<file path="config.mk">
export PLATFORM = sky130hd
export DESIGN_NAME = thermcnt_mon
export DESIGN_NICKNAME = d
export VERILOG_FILES = /design/src/rtl/tcm_pkg.sv /design/src/rtl/tcm_edge_sync.sv /design/src/rtl/tcm_meas.sv /design/src/rtl/tcm_level.sv /design/src/rtl/thermcnt_mon.sv
export SDC_FILE = /design/constraint.sdc
export NUM_CORES = 1
export LEC_CHECK = 0
export ABC_AREA = 1
export CAP_MARGIN = 30
export CORE_UTILIZATION = 65
export DETAILED_ROUTE_END_ITERATION = 8
export DONT_BUFFER_PORTS = 1
export PLACE_DENSITY = 0.79
export SETUP_SLACK_MARGIN = 0.4
export SYNTH_ARGS = -nofsm -noshare
export SYNTH_HDL_FRONTEND = slang
export SYNTH_SLANG_ARGS = --single-unit
</file>
<file path="constraint.sdc">
create_clock -name clk -period 3.6 [get_ports clk]
set_input_delay 0.36 -clock clk [delete_from_list [all_inputs] [get_ports clk]]
set_output_delay 0.36 -clock clk [all_outputs]
set_load 0.05 [all_outputs]
</file>
<file path="src/rtl/tcm_pkg.sv">
// Package: shared register offsets, field layout and state codes of the
// counter-based thermal monitor. Assumes an 8-bit byte address bus.
package tcm_pkg;

    localparam logic [7:0] ADDR_CTRL  = 8'h00;
    localparam logic [7:0] ADDR_THLO  = 8'h08;
    localparam logic [7:0] ADDR_THHI  = 8'h0C;
    localparam logic [7:0] ADDR_STAT  = 8'h18;
    localparam logic [7:0] ADDR_COUNT = 8'h1C;

    localparam logic [2:0] STATE_SAT  = 3'd5;
    localparam int         STAT_PEND  = 8;

    // control register layout, MSB first
    typedef struct packed {
        logic [7:0]  win;
        logic [15:0] per;
        logic        rsvd;
        logic        rst_ie;
        logic        thr_ie;
        logic        sat_ie;
        logic        dvfs_en;
        logic        rst_en;
        logic        thr_en;
        logic        stop;
    } ctrl_t;

endpackage

</file>
<file path="src/rtl/tcm_edge_sync.sv">
// Module: brings the asynchronous sensor oscillator into the reference
// clock domain with two flops, then emits a one-cycle pulse per rising
// edge. Assumes the oscillator is slower than half the reference clock.
module tcm_edge_sync (
    input  logic clk,
    input  logic rst_n,
    input  logic osc_in,
    output logic rise
);
    logic meta_q, sync_q, prev_q;

    // shift the oscillator through the synchronizer and edge history
    always_ff @(posedge clk) begin
        if (!rst_n) begin
            meta_q <= 1'b0;
            sync_q <= 1'b0;
            prev_q <= 1'b0;
        end else begin
            meta_q <= osc_in;
            sync_q <= meta_q;
            prev_q <= sync_q;
        end
    end

    assign rise = sync_q & ~prev_q;

endmodule

</file>
<file path="src/rtl/tcm_meas.sv">
// Module: measurement engine. A period counter runs 0..P-1 while enabled;
// edges are accumulated for the first min(W,P) cycles of each period and
// the saturating result is latched at the last window cycle together with
// a one-cycle done pulse. Assumes run already folds in stop, P!=0, W!=0.
module tcm_meas #(
    parameter int CW = 16
) (
    input  logic          clk,
    input  logic          rst_n,
    input  logic          run,
    input  logic [15:0]   per,
    input  logic [7:0]    win,
    input  logic          rise,
    output logic          done,
    output logic [CW-1:0] count,
    output logic          sat,
    output logic          valid
);
    localparam logic [CW-1:0] CMAX = {CW{1'b1}};

    logic [15:0]   pcnt_q, last_w, win16;
    logic [CW-1:0] acc_q, acc_nxt, count_q;
    logic          acc_sat_q, acc_sat_nxt, sat_q, done_q, valid_q;

    // last window cycle: window length clipped to the period
    always_comb begin
        win16  = {8'd0, win};
        last_w = (win16 < per) ? win16 - 16'd1 : per - 16'd1;
    end

    // saturating increment of the accumulator
    always_comb begin
        acc_nxt     = acc_q;
        acc_sat_nxt = acc_sat_q;
        if (rise) begin
            if (acc_q == CMAX) acc_sat_nxt = 1'b1;
            else               acc_nxt     = acc_q + 1'b1;
        end
    end

    // period counter, window accumulation and result capture
    always_ff @(posedge clk) begin
        if (!rst_n) begin
            pcnt_q    <= '0;
            acc_q     <= '0;
            acc_sat_q <= 1'b0;
            count_q   <= '0;
            sat_q     <= 1'b0;
            done_q    <= 1'b0;
            valid_q   <= 1'b0;
        end else if (!run) begin
            pcnt_q    <= '0;
            acc_q     <= '0;
            acc_sat_q <= 1'b0;
            done_q    <= 1'b0;
            valid_q   <= 1'b0;
        end else begin
            pcnt_q <= (pcnt_q >= per - 16'd1) ? 16'd0 : pcnt_q + 16'd1;
            done_q <= 1'b0;
            if (pcnt_q == last_w) begin
                count_q   <= acc_nxt;
                sat_q     <= acc_sat_nxt;
                acc_q     <= '0;
                acc_sat_q <= 1'b0;
                done_q    <= 1'b1;
                valid_q   <= 1'b1;
            end else if (pcnt_q < last_w) begin
                acc_q     <= acc_nxt;
                acc_sat_q <= acc_sat_nxt;
            end
        end
    end

    assign done  = done_q;
    assign count = count_q;
    assign sat   = sat_q;
    assign valid = valid_q;

    AST_SAT_AT_MAX: assert property (@(posedge clk) disable iff (!rst_n)
        (done_q && sat_q) |-> count_q == CMAX);
    AST_STOP_DROPS_VALID: assert property (@(posedge clk) disable iff (!rst_n)
        !run |=> !valid_q);
    AST_DONE_ONLY_RUNNING: assert property (@(posedge clk) disable iff (!rst_n)
        done_q |-> $past(run));

endmodule

</file>
<file path="src/rtl/tcm_level.sv">
// Module: compares each finished count with the three thresholds, holds
// the breach level between windows and raises the pending interrupt on
// upward crossings or saturation. Assumes done is a single-cycle pulse.
module tcm_level (
    input  logic        clk,
    input  logic        rst_n,
    input  logic        done,
    input  logic [15:0] count,
    input  logic        sat,
    input  logic [15:0] th1,
    input  logic [15:0] th2,
    input  logic [15:0] th3,
    input  logic        sat_ie,
    input  logic        thr_ie,
    input  logic        rst_ie,
    input  logic        clr,
    output logic [1:0]  level,
    output logic        pend
);
    logic [1:0] lvl_q, new_lvl;
    logic       pend_q, set_evt;

    // highest threshold index not above the count
    always_comb begin
        if      (th3 <= count) new_lvl = 2'd3;
        else if (th2 <= count) new_lvl = 2'd2;
        else if (th1 <= count) new_lvl = 2'd1;
        else                   new_lvl = 2'd0;
    end

    // interrupt events only on saturation or upward crossings
    always_comb begin
        set_evt = done && ((sat && sat_ie)
                        || (thr_ie && new_lvl >= 2'd2 && lvl_q < 2'd2)
                        || (rst_ie && new_lvl == 2'd3 && lvl_q != 2'd3));
    end

    // level register and pending flag, event wins over clear
    always_ff @(posedge clk) begin
        if (!rst_n) begin
            lvl_q  <= 2'd0;
            pend_q <= 1'b0;
        end else begin
            if (done)         lvl_q  <= new_lvl;
            if (set_evt)      pend_q <= 1'b1;
            else if (clr)     pend_q <= 1'b0;
        end
    end

    assign level = lvl_q;
    assign pend  = pend_q;

    AST_LEVEL_HOLDS: assert property (@(posedge clk) disable iff (!rst_n)
        !done |=> $stable(lvl_q));
    AST_NO_DOWN_IRQ: assert property (@(posedge clk) disable iff (!rst_n)
        (done && !sat && new_lvl <= lvl_q) |=> !$rose(pend_q));

endmodule

</file>
<file path="src/rtl/thermcnt_mon.sv">
// Module: top of the counter-based thermal monitor. Holds the control and
// threshold registers, decodes the register bus, and drives the request
// and interrupt outputs from the breach level. Assumes CNT_W <= 16 and
// single-cycle write strobes; reads are combinational.
module thermcnt_mon #(
    parameter int CNT_W = 16
) (
    input  logic        clk,
    input  logic        rst_n,
    input  logic        bus_wr,
    input  logic [7:0]  bus_addr,
    input  logic [31:0] bus_wdata,
    output logic [31:0] bus_rdata,
    input  logic        osc_in,
    output logic        irq,
    output logic        dvfs_req,
    output logic        throttle_req,
    output logic        reset_req
);
    import tcm_pkg::*;

    ctrl_t             ctrl_q;
    logic [31:0]       thlo_q;
    logic [15:0]       th3_q;
    logic              run, rise, m_done, m_sat, m_valid, pend, clr;
    logic [CNT_W-1:0]  m_count;
    logic [15:0]       cnt16;
    logic [1:0]        level;
    logic [2:0]        state;

    // register writes; reserved control bit forced to zero
    always_ff @(posedge clk) begin
        if (!rst_n) begin
            ctrl_q <= '0;
            thlo_q <= 32'hFFFF_FFFF;
            th3_q  <= 16'hFFFF;
        end else if (bus_wr) begin
            case (bus_addr)
                ADDR_CTRL: begin
                    ctrl_q      <= ctrl_t'(bus_wdata);
                    ctrl_q.rsvd <= 1'b0;
                end
                ADDR_THLO: thlo_q <= bus_wdata;
                ADDR_THHI: th3_q  <= bus_wdata[15:0];
                default: ;
            endcase
        end
    end

    // measurement enable and write-1-to-clear decode
    always_comb begin
        run = !ctrl_q.stop && (ctrl_q.per != 16'd0) && (ctrl_q.win != 8'd0);
        clr = bus_wr && (bus_addr == ADDR_STAT) && bus_wdata[STAT_PEND];
    end

    tcm_edge_sync u_sync (
        .clk    (clk),
        .rst_n  (rst_n),
        .osc_in (osc_in),
        .rise   (rise)
    );

    tcm_meas #(.CW(CNT_W)) u_meas (
        .clk   (clk),
        .rst_n (rst_n),
        .run   (run),
        .per   (ctrl_q.per),
        .win   (ctrl_q.win),
        .rise  (rise),
        .done  (m_done),
        .count (m_count),
        .sat   (m_sat),
        .valid (m_valid)
    );

    // widen the count to the 16-bit register field
    always_comb begin
        cnt16 = '0;
        cnt16[CNT_W-1:0] = m_count;
    end

    tcm_level u_level (
        .clk    (clk),
        .rst_n  (rst_n),
        .done   (m_done),
        .count  (cnt16),
        .sat    (m_sat),
        .th1    (thlo_q[15:0]),
        .th2    (thlo_q[31:16]),
        .th3    (th3_q),
        .sat_ie (ctrl_q.sat_ie),
        .thr_ie (ctrl_q.thr_ie),
        .rst_ie (ctrl_q.rst_ie),
        .clr    (clr),
        .level  (level),
        .pend   (pend)
    );

    // read mux and status state field
    always_comb begin
        state = m_sat ? STATE_SAT : {1'b0, level};
        case (bus_addr)
            ADDR_CTRL:  bus_rdata = ctrl_q;
            ADDR_THLO:  bus_rdata = thlo_q;
            ADDR_THHI:  bus_rdata = {16'd0, th3_q};
            ADDR_STAT:  bus_rdata = {22'd0, m_valid, pend, 5'd0, state};
            ADDR_COUNT: bus_rdata = {cnt16, 16'd0};
            default:    bus_rdata = 32'd0;
        endcase
    end

    // escalating action requests, each behind its enable
    always_comb begin
        irq          = pend;
        dvfs_req     = ctrl_q.dvfs_en && (level != 2'd0);
        throttle_req = ctrl_q.thr_en  && level[1];
        reset_req    = ctrl_q.rst_en  && (level == 2'd3);
    end

    AST_W1C_CLEARS: assert property (@(posedge clk) disable iff (!rst_n)
        (clr && !m_done) |=> !irq);
    AST_RESET_NEEDS_DVFS_LEVEL: assert property (@(posedge clk) disable iff (!rst_n)
        (reset_req && ctrl_q.dvfs_en) |-> dvfs_req);

endmodule

</file>
==> impl_results.md <==
- Final ANT Viol Nets: 0
- Async S/R FF share, synth: 0
- Initial Util: 0.6706
- Dpl ws: 0.1231 ns
- Worst hold path type: primary input to flop
- Tmin final: 3.439 ns
- Clk pwr share: 0.530
- Clk_skew: 0.008314 ns
- Core ar.: 12720 um2
- WL/cell: 18.85 um
- Flop pwr share: 0.446
- EDFF count, synth: 0
- PortBufs: 0
- Vias in the first global route: 7795
- Worst Path Required: 3.93 ns
- Switching Fraction: 0.2262
- Synth Area in Adders: 0.1349
- Register area: 2749 um2
- Measured slew at the worst slew-check pin: 0.9916 ns
- Seq cells post-synth: 137
- CTS clk-pin slew, worst paths: 0.06 ns
- Count of final setup violators: 0
- Cells on worst reg2reg path: 20
- Synth warnings: 0
- Antenna violations before repair: 0
- Largest net degree at the start of global routing: 98
- Via/cell ratio: 6.174
- Max Buffers Root-to-Sink: 2
- Largest cells by area after synthesis: dfxtp_1 (32%), nand2_1 (14%), ha_1 (13%)
- WHS Endpoint: thlo_q[3]
- Synth cell types: 48
- CTS Sinks: 137
- Area Overhead vs Synth: 17.94%
- Die X-Extent: 116.6 um
- Final Hold Violating Endpoints: 0
- Gpl congestion: 0.9595
- Max Slew Vio Count: 0
- DRT Pass-1 Iters: 6
- Synth top area share: 0.3215
- Critical Path Fanout Max: 5
- Syn Std Cell Area: 8532 um2
- Share of post-route cells with drive strength above 1: 0.1570
- WP data arrival: 3.77 ns
- Hold path depth: 1
- RSZ-0062 raised after global routing: true
- Startpoint Class: flop
- Core Rows: 41
- CP Class: flop to flop
- Grt ovf: 0
- Routed wire length: 26.90 mm
- Fillcell total: 944
- GR Layer Usage met3: 0.1022
- TritonCTS buffer count: 17
- Int Pwr: 2.640 mW
- Synth area leader: dfxtp_1
- N_diodes: 0
- Min-delay src: rst_n
- Iter 0 DRT Violations: 888
- Area after DPL: 8843 um2
- Fin util: 0.7909
- Grt peak-use layer: met2
- Max Freq: 290.8 MHz
- Net Switching: 0.7717 mW
- Slew headroom: 0.3380
- Die area: 13590 um2
- Largest family of logic cells by synthesized area: simple AND/OR/NAND/NOR gates
- Synth Net Count: 1337
- Root Buffer: clkbuf_16
- First-pass GRT wire length: 38.18 mm
- H-tree depth: 4
- Synth Area in Compound Gates: 0.1405
- Cells after synthesis: 1201
- R2r startpoint: ctrl_q[11]
- DRC errors left: 0
- Gate power share: 0.024
- Post-synthesis sequential area ratio: 0.3215
- CTS tree: yes
- Crit path capture type: flop
- Top FF cell, synth: dfxtp_1
- Max VDD drop: 0.3856 mV
- Clock Latency Late Sink: 0.44 ns
- XOR/XNOR share of the synthesized area: 0.03696
- TNS Setup: 0 ns
- Total power: 3.411 mW
- Mux cell area share after synthesis: 0
- Synth Area per Inst: 7.104 um2
- Tcrit/Tclk final: 0.9552
- # nets final: 1378
- Power per Cell Area: 339.0 nW/um2
- Reg2reg end: u_meas.acc_q[10]
- M2 GR Usage: 0.6162
- M1 GR Usage: 0.4368
- Setup ws final: 0.1612 ns
- Maximum Capacitance Violations: 0
- Area occupied by multi-input gates: 5528 um2
- Outcome: complete, no violations
- Design Area, Final: 10060 um2
- Die H: 116.6 um
- Vias post-DR: 8810
- Flop-to-flop setup slack: 0.16 ns
- Post-Synth Simple-Gate Area: 0.2892
- Total Routing Usage GR: 0.3721
- I/O Pins: 80
- Lkg Pwr: 4.535 nW
- Dpl hpwl: 17.02 mm
[flip-flops by register name (all words and copies together) (netlist names), 2 cells and up]
signal         flops
thlo_q            32
ctrl_q            31
th3_q             16
u_meas.acc_q      16
u_meas.count      16
u_meas.pcnt_q     16
u_level.level      2
[cell usage after synthesis, types with 5 or more instances]
cell / n
nand4_1: 14
nand3_1: 81
o211ai_1: 18
o21ai_0: 68
o221ai_1: 14
nor3_1: 15
ha_1: 92
clkbuf_1: 24
nor2_1: 102
xor2_1: 30
buf_6: 5
inv_1: 112
buf_2: 13
or2_2: 5
dfxtp_1: 137
a21oi_1: 89
xnor2_1: 6
nor2_2: 9
inv_2: 5
nand2_1: 314
[stage by stage]
step | instances | hold slack (ns)
after floorplan | 1201 | 0.3905
after global placement | 1370 | 0.4114
after detailed placement | 1372 | 0.4087
after CTS | 1409 | 0.01211
after global routing | 1427 | 0.01328
final | 1427 | 0.02121
[kinds of logic (layout without fill, tap and decap cells)]
family,after synthesis,in the layout
buffers and inverters,160,213
DFF,137,137
xor gates and xnor gates,36,36
and+or+nand+nor,568,569
AOI/OAI and AO/OA,208,208
adders and majority gates,92,92
[power by group through the flow]
stage	combinational (mW)	clock (mW)	sequential (mW)
after floorplan	0.0627	0	1.55
after global placement	0.0632	0	1.56
after detailed placement	0.0649	0	1.56
after CTS	0.0683	1.80	1.52
after global routing	0.0876	1.87	1.52
final	0.0809	1.81	1.52
[cells in the final DEF (no fill, tap or decap), types with 7 or more instances in the layout]
master	n
o21ai_0	54
ha_4	9
o221ai_1	14
o211ai_1	18
nor2_2	12
nand2_1	306
nand4_1	14
nor3_2	9
buf_6	7
nor2_1	98
o21ai_1	13
buf_4	48
a21oi_2	7
xor2_1	29
inv_1	104
clkbuf_16	18
dfxtp_1	134
inv_2	11
a21oi_1	84
ha_1	83
nand3_1	72
[critical path: stages (launching register included)]
cell,delay [ns]
dfxtp_4,0.38
inv_1,0.11
ha_4,0.28
nand3_1,0.07
nand2_1,0.07
nand3_1,0.11
and2_4,0.17
o21ai_4,0.21
buf_6,0.17
nand3_4,0.13
nand2_1,0.14
ha_4,0.22
a21oi_2,0.18
o21a_1,0.19
o21ai_2,0.08
nor3_2,0.22
nand2_2,0.12
buf_6,0.15
clkinvlp_4,0.14
and2_1,0.14
nor2_1,0.05
[cell type report]
| cell class | count | area share |
|---|---|---|
| multi-input cells | 905 | 0.5494 |
| flip-flops and latches | 137 | 0.2732 |
| repair buffers | 60 | 0.04912 |
| inverters | 118 | 0.04489 |
| clock buffers | 18 | 0.04265 |
| well taps | 172 | 0.02139 |
| clock inverters | 14 | 0.01716 |
| repair inverters | 3 | 0.002238 |
[layer usage]
metal,part of all wire,vias to the layer above,routed length [um]
met5,0,-,0
met1,0.38,4027,10300
met3,0.099,152,2657
met4,0.060,0,1616
met2,0.46,552,12320
li1,-,4079,-
[worst max-delay path by stage]
stage	start	endpoint	slack [ns]
detailed placement	ctrl_q[9]	u_meas.acc_q[10]	0.12
finish	ctrl_q[11]	u_meas.acc_q[10]	0.16
CTS	ctrl_q[9]	u_meas.count[13]	0.43
floorplan	ctrl_q[9]	u_meas.count[13]	0.53
global placement	ctrl_q[9]	u_meas.acc_q[10]	0.24
global route	ctrl_q[9]	u_meas.acc_q[6]	0.04
[timing repair]
item	4_1_cts	5_1_grt
gates cloned	2	8
resized for setup	18	93
setup endpoints to repair	50	50
buffers inserted	3	10
pin swaps	3	36
hold buffers	0	0
Power figures use the tool's default switching activity.
